## src/rtl/swc_pkg.sv

```systemverilog
package swc_pkg;

  typedef enum logic [1:0] {
    ST_RUN     = 2'd0,
    ST_SLEEP   = 2'd1,
    ST_STARTUP = 2'd2,
    ST_HALT    = 2'd3
  } state_e;

  typedef enum logic [1:0] {
    M_LIGHT = 2'd0,
    M_QUIET = 2'd1,
    M_DEEP  = 2'd2
  } mode_e;

  // strobes from control to datapath
  typedef struct packed {
    logic loadMode;
    logic clrCnt;
    logic incCnt;
    logic gated;    // sleeping or starting up: apply mode gating
    logic oscWake;  // starting up: oscillator forced on
  } ctrl_t;

endpackage

```

## src/rtl/swc_dp.sv

```systemverilog
module swc_dp
  import swc_pkg::*;
#(
  parameter int HALT_CYC = 4,
  parameter int SEL_W    = 3
) (
  input  logic             clk,
  input  logic             rstN,
  input  ctrl_t            ctrl,
  input  logic [SEL_W-1:0] modeSel,
  output logic             cntDone,
  output logic             cpuClkEn,
  output logic             ioClkEn,
  output logic             auxClkEn,
  output logic             oscEn
);

  localparam int CNT_W = (HALT_CYC > 1) ? $clog2(HALT_CYC) : 1;
  localparam logic [CNT_W-1:0] LAST = CNT_W'(HALT_CYC - 1);

  mode_e            modeQ;
  mode_e            modeDec;
  logic [CNT_W-1:0] cnt;

  // codes other than quiet and deep fall back to light
  always_comb begin
    if (modeSel == SEL_W'(1))      modeDec = M_QUIET;
    else if (modeSel == SEL_W'(2)) modeDec = M_DEEP;
    else                           modeDec = M_LIGHT;
  end

  always_ff @(posedge clk or negedge rstN) begin
    if (!rstN) begin
      modeQ <= M_LIGHT;
      cnt   <= '0;
    end else begin
      if (ctrl.loadMode) modeQ <= modeDec;
      if (ctrl.clrCnt)      cnt <= '0;
      else if (ctrl.incCnt) cnt <= cnt + 1'b1;
    end
  end

  assign cntDone = (cnt == LAST);

  always_comb begin
    cpuClkEn = 1'b1;
    ioClkEn  = 1'b1;
    auxClkEn = 1'b1;
    oscEn    = 1'b1;
    if (ctrl.gated) begin
      cpuClkEn = 1'b0;
      unique case (modeQ)
        M_QUIET: ioClkEn = 1'b0;
        M_DEEP: begin
          ioClkEn  = 1'b0;
          auxClkEn = 1'b0;
          oscEn    = ctrl.oscWake;
        end
        default: ;
      endcase
    end
  end

endmodule

```

## src/rtl/swc_ctrl.sv

```systemverilog
module swc_ctrl
  import swc_pkg::*;
(
  input  logic  clk,
  input  logic  rstN,
  input  logic  sleepEn,
  input  logic  sleepInsn,
  input  logic  irqReq,
  input  logic  coreRst,
  input  logic  startupDone,
  input  logic  cntDone,
  output ctrl_t ctrl,
  output logic  coreHalt,
  output logic  wakeIrq,
  output logic  wakeRst
);

  state_e state, stateNxt;
  logic   irqWake;

  always_comb begin
    stateNxt = state;
    ctrl     = '0;
    irqWake  = 1'b0;
    unique case (state)
      ST_RUN: begin
        if (!coreRst && sleepInsn && sleepEn) begin
          stateNxt      = ST_SLEEP;
          ctrl.loadMode = 1'b1;
        end
      end
      ST_SLEEP: begin
        ctrl.gated = 1'b1;
        if (coreRst)     stateNxt = ST_RUN;
        else if (irqReq) stateNxt = ST_STARTUP;
      end
      ST_STARTUP: begin
        ctrl.gated   = 1'b1;
        ctrl.oscWake = 1'b1;
        if (coreRst) stateNxt = ST_RUN;
        else if (startupDone) begin
          stateNxt    = ST_HALT;
          ctrl.clrCnt = 1'b1;
        end
      end
      ST_HALT: begin
        if (coreRst) stateNxt = ST_RUN;
        else if (cntDone) begin
          stateNxt = ST_RUN;
          irqWake  = 1'b1;
        end else ctrl.incCnt = 1'b1;
      end
      default: stateNxt = ST_RUN;
    endcase
  end

  always_ff @(posedge clk or negedge rstN) begin
    if (!rstN) begin
      state   <= ST_RUN;
      wakeIrq <= 1'b0;
      wakeRst <= 1'b0;
    end else begin
      state   <= stateNxt;
      wakeIrq <= irqWake;
      wakeRst <= coreRst && (state != ST_RUN);
    end
  end

  assign coreHalt = (state != ST_RUN);

endmodule

```

## src/rtl/sleep_wake_ctrl.sv

```systemverilog
module sleep_wake_ctrl
  import swc_pkg::*;
#(
  parameter int HALT_CYC = 4,
  parameter int SEL_W    = 3
) (
  input  logic             clk,
  input  logic             rstN,
  input  logic             sleepEn,
  input  logic [SEL_W-1:0] modeSel,
  input  logic             sleepInsn,
  input  logic             irqReq,
  input  logic             coreRst,
  input  logic             startupDone,
  output logic             cpuClkEn,
  output logic             ioClkEn,
  output logic             auxClkEn,
  output logic             oscEn,
  output logic             coreHalt,
  output logic             wakeIrq,
  output logic             wakeRst
);

  ctrl_t ctrl;
  logic  cntDone;

  swc_ctrl u_ctrl (
    .clk(clk), .rstN(rstN), .sleepEn(sleepEn), .sleepInsn(sleepInsn),
    .irqReq(irqReq), .coreRst(coreRst), .startupDone(startupDone),
    .cntDone(cntDone), .ctrl(ctrl), .coreHalt(coreHalt),
    .wakeIrq(wakeIrq), .wakeRst(wakeRst)
  );

  swc_dp #(.HALT_CYC(HALT_CYC), .SEL_W(SEL_W)) u_dp (
    .clk(clk), .rstN(rstN), .ctrl(ctrl), .modeSel(modeSel),
    .cntDone(cntDone), .cpuClkEn(cpuClkEn), .ioClkEn(ioClkEn),
    .auxClkEn(auxClkEn), .oscEn(oscEn)
  );

endmodule

```

## config.mk

```make
export PLATFORM = sky130hd
export DESIGN_NAME = sleep_wake_ctrl
export DESIGN_NICKNAME = d
export VERILOG_FILES = /design/src/rtl/swc_pkg.sv /design/src/rtl/swc_dp.sv /design/src/rtl/swc_ctrl.sv /design/src/rtl/sleep_wake_ctrl.sv
export SDC_FILE = /design/constraint.sdc
export NUM_CORES = 1
export LEC_CHECK = 0
export BUFFER_PORTS_ARGS = -buffer_cell sky130_fd_sc_hd__buf_2
export CORE_UTILIZATION = 40
export CTS_BUF_LIST = sky130_fd_sc_hd__clkbuf_4
export DETAILED_ROUTE_END_ITERATION = 10
export HOLD_SLACK_MARGIN = 0.03
export PLACE_DENSITY = 0.77
export SLEW_MARGIN = 20
export SYNTH_ARGS = -nofsm -noshare
export SYNTH_HDL_FRONTEND = slang
export SYNTH_HIERARCHICAL = 1
export SYNTH_SLANG_ARGS = --single-unit
export TNS_END_PERCENT = 50
```

## constraint.sdc

```tcl
create_clock -name clk -period 1.8 [get_ports clk]
set_input_delay 0.36 -clock clk [delete_from_list [all_inputs] [get_ports clk]]
set_output_delay 0.36 -clock clk [all_outputs]
set_load 0.02 [all_outputs]
```

Word-level counts from Yosys, hierarchy flattened
Cells that the tools add are included.
{"block": "word_totals", "ff_bits": 8, "input_bits": 10, "out_inout_bits": 7}
{"block": "op_classes", "addsub": 1, "n_eq_ne": 12, "n_mux": 32, "n_reduce_logical": 10}
{"op": "two-way mux 2 bit", "n": 11}
{"op": "two-way mux 1 bit", "n": 20}
{"op": "inequality test 3 bit (second input constant)", "n": 3}
{"op": "== test 2 bit (second input constant)", "n": 4}
{"op": "case mux 2 bit (4 select lines)", "n": 1}
{"op": "== test 2 x 1 -> 1 bit (second input constant)", "n": 2}
{"op": "AND reduction 4 bit", "n": 1}
{"op": "nonzero test 2 bit", "n": 2}
{"op": "OR reduction 2 bit", "n": 2}
{"op": "== test 3 x 1 -> 1 bit (second input constant)", "n": 1}
{"op": "== test 3 x 2 -> 1 bit (second input constant)", "n": 1}
{"op": "logical AND 1 bit", "n": 3}
{"op": "adder 2 x 1 -> 2 bit (second input constant)", "n": 1}
{"op": "zero test 2 bit", "n": 1}
{"op": "inequality test 2 x 1 -> 1 bit (second input constant)", "n": 1}
{"op": "zero test 1 bit", "n": 1}

Longest topological paths before layout
Gate-level depths: netlist of the first run.
{"block": "depth", "depth_word": 6, "mapped_depth": 6}

Modules after synthesis
Netlist of the first run, hierarchy kept.
{"mod": "swc_ctrl", "n_inst": 1, "cells_each": 29, "area_each_um2": 322.8, "seq_area_each_um2": 100.1}
{"mod": "swc_dp", "n_inst": 1, "cells_each": 19, "area_each_um2": 214.0, "seq_area_each_um2": 100.1}

Least setup slack after synthesis of the first run
Ideal clock, no wire load.
{"block": "synth_path", "kind": "flip-flop to output port", "start": "reg u_ctrl.state[0]", "end": "out oscEn", "t_arrival_ns": 1.240, "t_required_ns": 1.440, "path_slack_ns": 0.200, "path_stages_with_launch": 5, "cell_sequence": "dfrtp_1 > inv_1 > ha_1 > nand2_1 > or2_1"}
{"element": "start, declared", "line_no": "swc_ctrl.sv:18", "rtl": "state_e state, stateNxt;"}
{"element": "start signal, assigned", "line_no": "swc_ctrl.sv:63", "rtl": "state <= stateNxt;"}
{"element": "end, declared", "line_no": "sleep_wake_ctrl.sv:18", "rtl": "output logic oscEn,"}

==> results.py, run 1 <==
metrics = {
    "hold_path": {
        "min_from": "modeSel[1]",
        "hold-path-cell-count": 3,
        "hold_class": "in2reg",
        "hold_end": "u_dp/modeQ[0]",
    },
    "timing": {
        "setup-violations-final": 0,
        "maxSlewViolCount": 0,
        "setup_tns_ps": 0,
        "finalHoldViolCount": 0,
        "finalCritPeriodShare_pct": 97.6,
        "holdWs_ps": 403,
        "rsz0062_at_grt": "false",
        "slew_headroom_pct": 78.8,
        "worstMarginPinSlew_ps": 317,
        "post-route-min-period_ps": 1760,
        "fin_ws_ps": 42.6,
        "fmax_ghz": 0.569,
        "finalClockSkew_ps": 3.58,
    },
    "floorplan": {
        "io-pin-count": 17,
        "coreArea_mm2": 0.00117,
        "die_w_um": 38.6,
        "num_rows": 12,
        "die_h_um": 38.6,
        "initial_utilization_pct": 45.8,
        "dieArea_mm2": 0.00149,
    },
    "critical_path": {
        "path_common_cell": "buf_4",
        "r2r_end": "u_ctrl/state[1]",
        "rr_worst_depth": 7,
        "cp.depth": 4,
        "reg2reg_from": "u_ctrl/state[1]",
        "end_kind": "output port",
        "cpMaxStageDelayCell": "dfrtp_1",
        "path_class": "reg2out",
        "r2r_setup_slack_ps": 300,
        "critPathBufInv": 2,
        "required_ps": 1440,
        "cpPeakStageDelay_ps": 400,
        "path_max_fanout": 5,
        "startpoint_type": "register",
        "crit_chain": "buf_4 -> ha_2 -> or2_1 -> buf_4",
        "cp_top_family": "flip-flops",
        "arrival_ps": 1400,
    },
    "final_layout": {
        "fillers": 91,
        "final_core_util_pct": 60.4,
        "multi_input_area_um2": 329,
        "num-nets-final": 90,
        "diodes": 0,
        "syn_to_final_growth_pct": 31.7,
        "layoutNonFillerInstCount": 85,
        "postLayoutCellArea_um2": 707,
        "regArea_um2": 200,
        "drive_gt1_share_pct": 47.9,
    },
    "pwr": {
        "irDropWorstVdd_uv": 1030,
        "power.total_mw": 1.12,
        "power_density_mw_per_mm2": 1580,
        "p_leak_nw": 0.361,
    },
    "logic_synthesis": {
        "synth_area_leaders": "dfrtp_1 37%, ha_1 16%, inv_1 4.2%, nor3b_1 4.2%, nand3b_4 3.7%",
        "synth_top_area_cell": "dfrtp_1",
        "syn_inst": 48,
        "syn_avg_cell_area_um2": 11.2,
        "yosysSeqAreaShare_pct": 37.3,
        "synth_commonest_cells": "8 x dfrtp_1, 7 x ha_1, 6 x inv_1, 4 x nor2_1, 3 x nor3b_1",
        "ys_seq_elements": 8,
        "syn_area_um2": 537,
        "syn_nets": 65,
        "synth_ff_type": "dfrtp_1",
        "yosys_warnings": 6,
        "yosysMostFrequentCell": "dfrtp_1",
        "async_reset_ff_share_pct": 100,
        "synth_top_area_share_pct": 37.3,
        "synthDistinctLibCells": 24,
        "synth_edf_count": 0,
    },
    "clock_tree": {
        "cts_buffers": 3,
        "h-tree-depth": 1,
        "cts.sinks": 8,
        "root_buffer": "clkbuf_4",
        "clkLatencyLatePin_ps": 260,
        "clkSlewWorstSetupHoldPaths_ps": 50,
        "clockBufferDepth": 2,
        "cts_tree": "built",
    },
    "place": {
        "place_congestion": 0.728,
        "pre_cts_ws_ps": 203,
        "hpwl_um": 784,
        "portBuffers": 16,
        "place_area_um2": 634,
        "dpl.cell_count": 78,
    },
    "global_routing": {
        "grt_overflow": 0,
        "track_usage_pct": 18.8,
        "grt_pass1_wl_um": 1760,
        "antenna_found_initial": 0,
        "grt_pass1_vias": 375,
        "grt_max_degree": 9,
    },
    "drt": {
        "routed_via_density": 5.06,
        "wl_per_cell_um": 13.0,
        "ant_nets": 0,
        "firstDrtPassIters": 4,
        "drt-initial-drc-count": 16,
        "num_vias": 430,
        "wl_um": 1110,
        "drc": 0,
    },
    "job": {
        "drv_cap": 0,
    },
    "outcome": {
        "outcome": "completed",
    },
}
## registers in the layout, summed over array words and instances (netlist names)
| name | flops |
|---|---|
| u_ctrl/state | 2 |
| u_dp/cnt | 2 |
| u_dp/modeQ | 2 |
| u_ctrl/wakeIrq | 1 |
| u_ctrl/wakeRst | 1 |
## cells by family after synthesis
group	after synthesis	synth area share [%]
flops	8	37.3
buf+inv	6	4.20
compound gates	7	11.0
mux	2	4.66
fa+ha+maj	7	16.3
xor+xnor	1	1.63
simple gates	17	24.9
## power by group
group / internal (mW) / switching [mW]
Combinational: 0.332 / 0.360
Sequential: 0.245 / 0.0338
Clock: 0.0767 / 0.0676
Total: 0.653 / 0.462
## repair_timing
item                                   in CTS  in global routing
resized for setup                           1                  4
buffers inserted                            2                  1
hold buffers                                1                  0
endpoints found under the hold margin       8                  0
setup endpoints to repair                   1                  1
## layer usage
layer | up-vias | GRT usage, % | part of all wire (%)
met5 | - | 0 | 0
met4 | 0 | 15.5 | 0.99
met3 | 2 | 3.47 | 6.7
met2 | 27 | 26.7 | 46
met1 | 192 | 24.5 | 46
li1 | 209 | - | -
## how the worst max path moves through the flow
| stage | slack [ps] | from | end |
|---|---|---|---|
| 6_report | 40 | u_ctrl/state[1] | oscEn |
| 5_1_grt | 1 | u_ctrl/state[1] | oscEn |
| 4_1_cts | 5 | u_ctrl/state[1] | oscEn |
| 3_5_place_dp | 200 | u_ctrl/state[1] | oscEn |
| 3_3_place_gp | 250 | u_ctrl/state[1] | oscEn |
| 2_1_floorplan | 200 | u_ctrl/state[0] | oscEn |
## worst register-to-register path, cell delays in order, from the launching register on
cell       delay, ps
dfrtp_1          370
inv_2             70
buf_4            140
ha_1             190
nor2b_1          150
a21oi_1          170
nor3b_1          210
o2bb2ai_1        130
## placed cells by master, fill, tap and decap left out, drive strengths merged, types with 2 or more instances in the layout
| cell | Yosys | layout |
|---|---|---|
| nor3b | 4 | 4 |
| ha | 7 | 7 |
| inv | 6 | 6 |
| a21oi | 2 | 2 |
| dfrtp | 8 | 8 |
| buf | 0 | 19 |
| nor2b | 3 | 3 |
| nor2 | 4 | 4 |
| clkbuf | 0 | 3 |
## area by class of cell
type                    count  area share [%]
multi-input cells          34            46.5
flip-flops and latches      8            28.3
repair buffers             20            16.3
clock buffers               3            3.19
inverters                   6            3.19
well taps                  14            2.48
(Power assumes the default switching activity.)
==> run 2, diff against run 1 <==
--- a/config.mk
+++ b/config.mk
@@ -6,11 +6,12 @@
 export NUM_CORES = 1
 export LEC_CHECK = 0
 export BUFFER_PORTS_ARGS = -buffer_cell sky130_fd_sc_hd__buf_2
-export CORE_UTILIZATION = 40
+export CORE_AREA = 2 2 39 41
 export CTS_BUF_LIST = sky130_fd_sc_hd__clkbuf_4
 export DETAILED_ROUTE_END_ITERATION = 10
+export DIE_AREA = 0 0 41 43
 export HOLD_SLACK_MARGIN = 0.03
-export PLACE_DENSITY = 0.77
+export PLACE_DENSITY = 0.78
 export SLEW_MARGIN = 20
 export SYNTH_ARGS = -nofsm -noshare
 export SYNTH_HDL_FRONTEND = slang
==> run 2 against run 1 <==
Net effect: clock power fell by 8%; highest routed layer unchanged; global-route usage fell by 4.9 points; fmax up 1.4%; die area grew 18%; routed wire length fell by 9.6%; via count fell by 6.3%; clock skew decreased by 3.1 ps; non-clock buffer count is 1 lower; critical path type unchanged.
==> results.py, run 2 (synthesized netlist as in run 1, its figures left out) <==
metrics = {
    "drt": {
        "ant_nets": 0,
        "num_vias": 403,
        "drc": 0,
        "routed_via_density": 4.69,
        "firstDrtPassIters": 4,
        "wl_um": 1000,
        "wl_per_cell_um": 11.7,
        "drt-initial-drc-count": 8,
    },
    "timing": {
        "post-route-min-period_ps": 1730,
        "slew_headroom_pct": 78.7,
        "holdWs_ps": 394,
        "finalClockSkew_ps": 0.512,
        "rsz0062_at_grt": "false",
        "finalHoldViolCount": 0,
        "setup_tns_ps": 0,
        "setup-violations-final": 0,
        "maxSlewViolCount": 0,
        "fmax_ghz": 0.577,
        "finalCritPeriodShare_pct": 96.3,
        "fin_ws_ps": 67.4,
        "worstMarginPinSlew_ps": 318,
    },
    "final_layout": {
        "regArea_um2": 200,
        "drive_gt1_share_pct": 47.1,
        "multi_input_area_um2": 329,
        "final_common_cell": "buf_2",
        "syn_to_final_growth_pct": 30.3,
        "reg_top3": "u_ctrl/state: 2 flops, u_dp/cnt: 2 flops, u_dp/modeQ: 2 flops",
        "final_core_util_pct": 50.5,
        "final_cell_mix": "16 x buf_2, 8 x dfrtp_1, 5 x ha_1",
        "postLayoutCellArea_um2": 699,
        "fillers": 120,
        "layoutNonFillerInstCount": 86,
        "diodes": 0,
        "num-nets-final": 89,
    },
    "place": {
        "pre_cts_ws_ps": 217,
        "portBuffers": 16,
        "place_area_um2": 637,
        "place_congestion": 0.799,
        "hpwl_um": 780,
        "dpl.cell_count": 80,
    },
    "hold_path": {
        "min_from": "modeSel[1]",
        "hold_end": "u_dp/modeQ[0]",
        "hold_class": "in2reg",
        "hold-path-cell-count": 3,
    },
    "critical_path": {
        "cp_top_family": "flip-flops",
        "required_ps": 1440,
        "path_max_fanout": 3,
        "r2r_setup_slack_ps": 320,
        "cpPeakStageDelay_ps": 380,
        "reg2reg_from": "u_ctrl/state[0]",
        "arrival_ps": 1370,
        "rr_worst_depth": 6,
        "crit_chain": "inv_2 -> ha_4 -> nand2_1 -> or2_1 -> buf_2",
        "critPathBufInv": 2,
        "startpoint_type": "register",
        "path_class": "reg2out",
        "end_kind": "output port",
        "cpMaxStageDelayCell": "dfrtp_1",
        "r2r_end": "u_ctrl/state[1]",
    },
    "pwr": {
        "combPwrFrac_pct": 61.3,
        "sw_frac_of_total_pct": 40.9,
        "p_switching_mw": 0.443,
        "power_density_mw_per_mm2": 1550,
        "p_int_mw": 0.639,
        "p_leak_nw": 0.355,
        "power.total_mw": 1.08,
        "irDropWorstVdd_uv": 647,
        "pwr-share-seq_pct": 26.4,
        "p_clk_share_pct": 12.3,
    },
    "clock_tree": {
        "root_buffer": "clkbuf_4",
        "cts_buffers": 3,
        "cts.sinks": 8,
        "h-tree-depth": 1,
        "clockBufferDepth": 2,
        "clkLatencyLatePin_ps": 250,
        "clkSlewWorstSetupHoldPaths_ps": 50,
        "cts_tree": "built",
    },
    "global_routing": {
        "grt_pass1_vias": 369,
        "grt_max_degree": 9,
        "antenna_found_initial": 0,
        "grt_pass1_wl_um": 1550,
        "grt_overflow": 0,
        "track_usage_pct": 13.9,
    },
    "outcome": {
        "outcome": "completed",
    },
    "floorplan": {
        "die_w_um": 41,
        "io-pin-count": 17,
        "initial_utilization_pct": 38.8,
        "die_h_um": 43,
        "dieArea_mm2": 0.00176,
        "num_rows": 14,
        "coreArea_mm2": 0.00138,
    },
    "job": {
        "drv_cap": 0,
    },
}
[run 2: cell count changes in the layout (fill, tap and decap cells not counted), sizes merged]
cell,previous run,this run
buf,19,18
[run 2: worst min-delay path, stage by stage]
cell and delay, ps:
buf_2 80, nand4bb_1 100, o21ai_1 60
[run 2: routing by layer]
metal  share of wire [%]  up-vias  GRT usage [%]
li1                    -      205              -
met1                  42      180           15.3
met2                  48       14           20.0
met3                 7.9        4           9.42
met4                 2.1        0           6.00
met5                   0        -              0
[run 2: power by group through the flow]
stage               combinational (mW)  clock (mW)  sequential, mW
global placement                 0.571           0           0.287
CTS                              0.626       0.141           0.277
detailed placement               0.580           0           0.292
finish                           0.663       0.133           0.286
global route                     0.724       0.156           0.290
floorplan                        0.435           0           0.292
[run 2: final cells by class]
type                            count  share of cell area, %
Timing Repair Buffer               19                   15.0
Clock buffer                        3                   3.22
Sequential cell                     8                   28.6
Tap cell                           16                   2.86
Multi-Input combinational cell     34                   47.0
Inverter                            6                   3.22
[run 2: worst max path at each step]
stage | start | end | slack, ps | cells after the start
2_1_floorplan | u_ctrl/state[0] | oscEn | 200 | 4
3_3_place_gp | u_ctrl/state[0] | oscEn | 250 | 5
3_5_place_dp | u_ctrl/state[0] | oscEn | 220 | 5
4_1_cts | u_ctrl/state[1] | oscEn | 10 | 5
5_1_grt | u_ctrl/state[1] | oscEn | 8 | 5
6_report | u_ctrl/state[0] | oscEn | 70 | 5
[run 2: what timing repair did]
action                                  in CTS  in global routing
hold endpoints to repair                     8                  0
hold buffers                                 1                  0
pin swaps                                    0                  0
setup buffers                                2                  0
gates resized for setup                      0                  4
endpoints found under the setup margin       1                  1
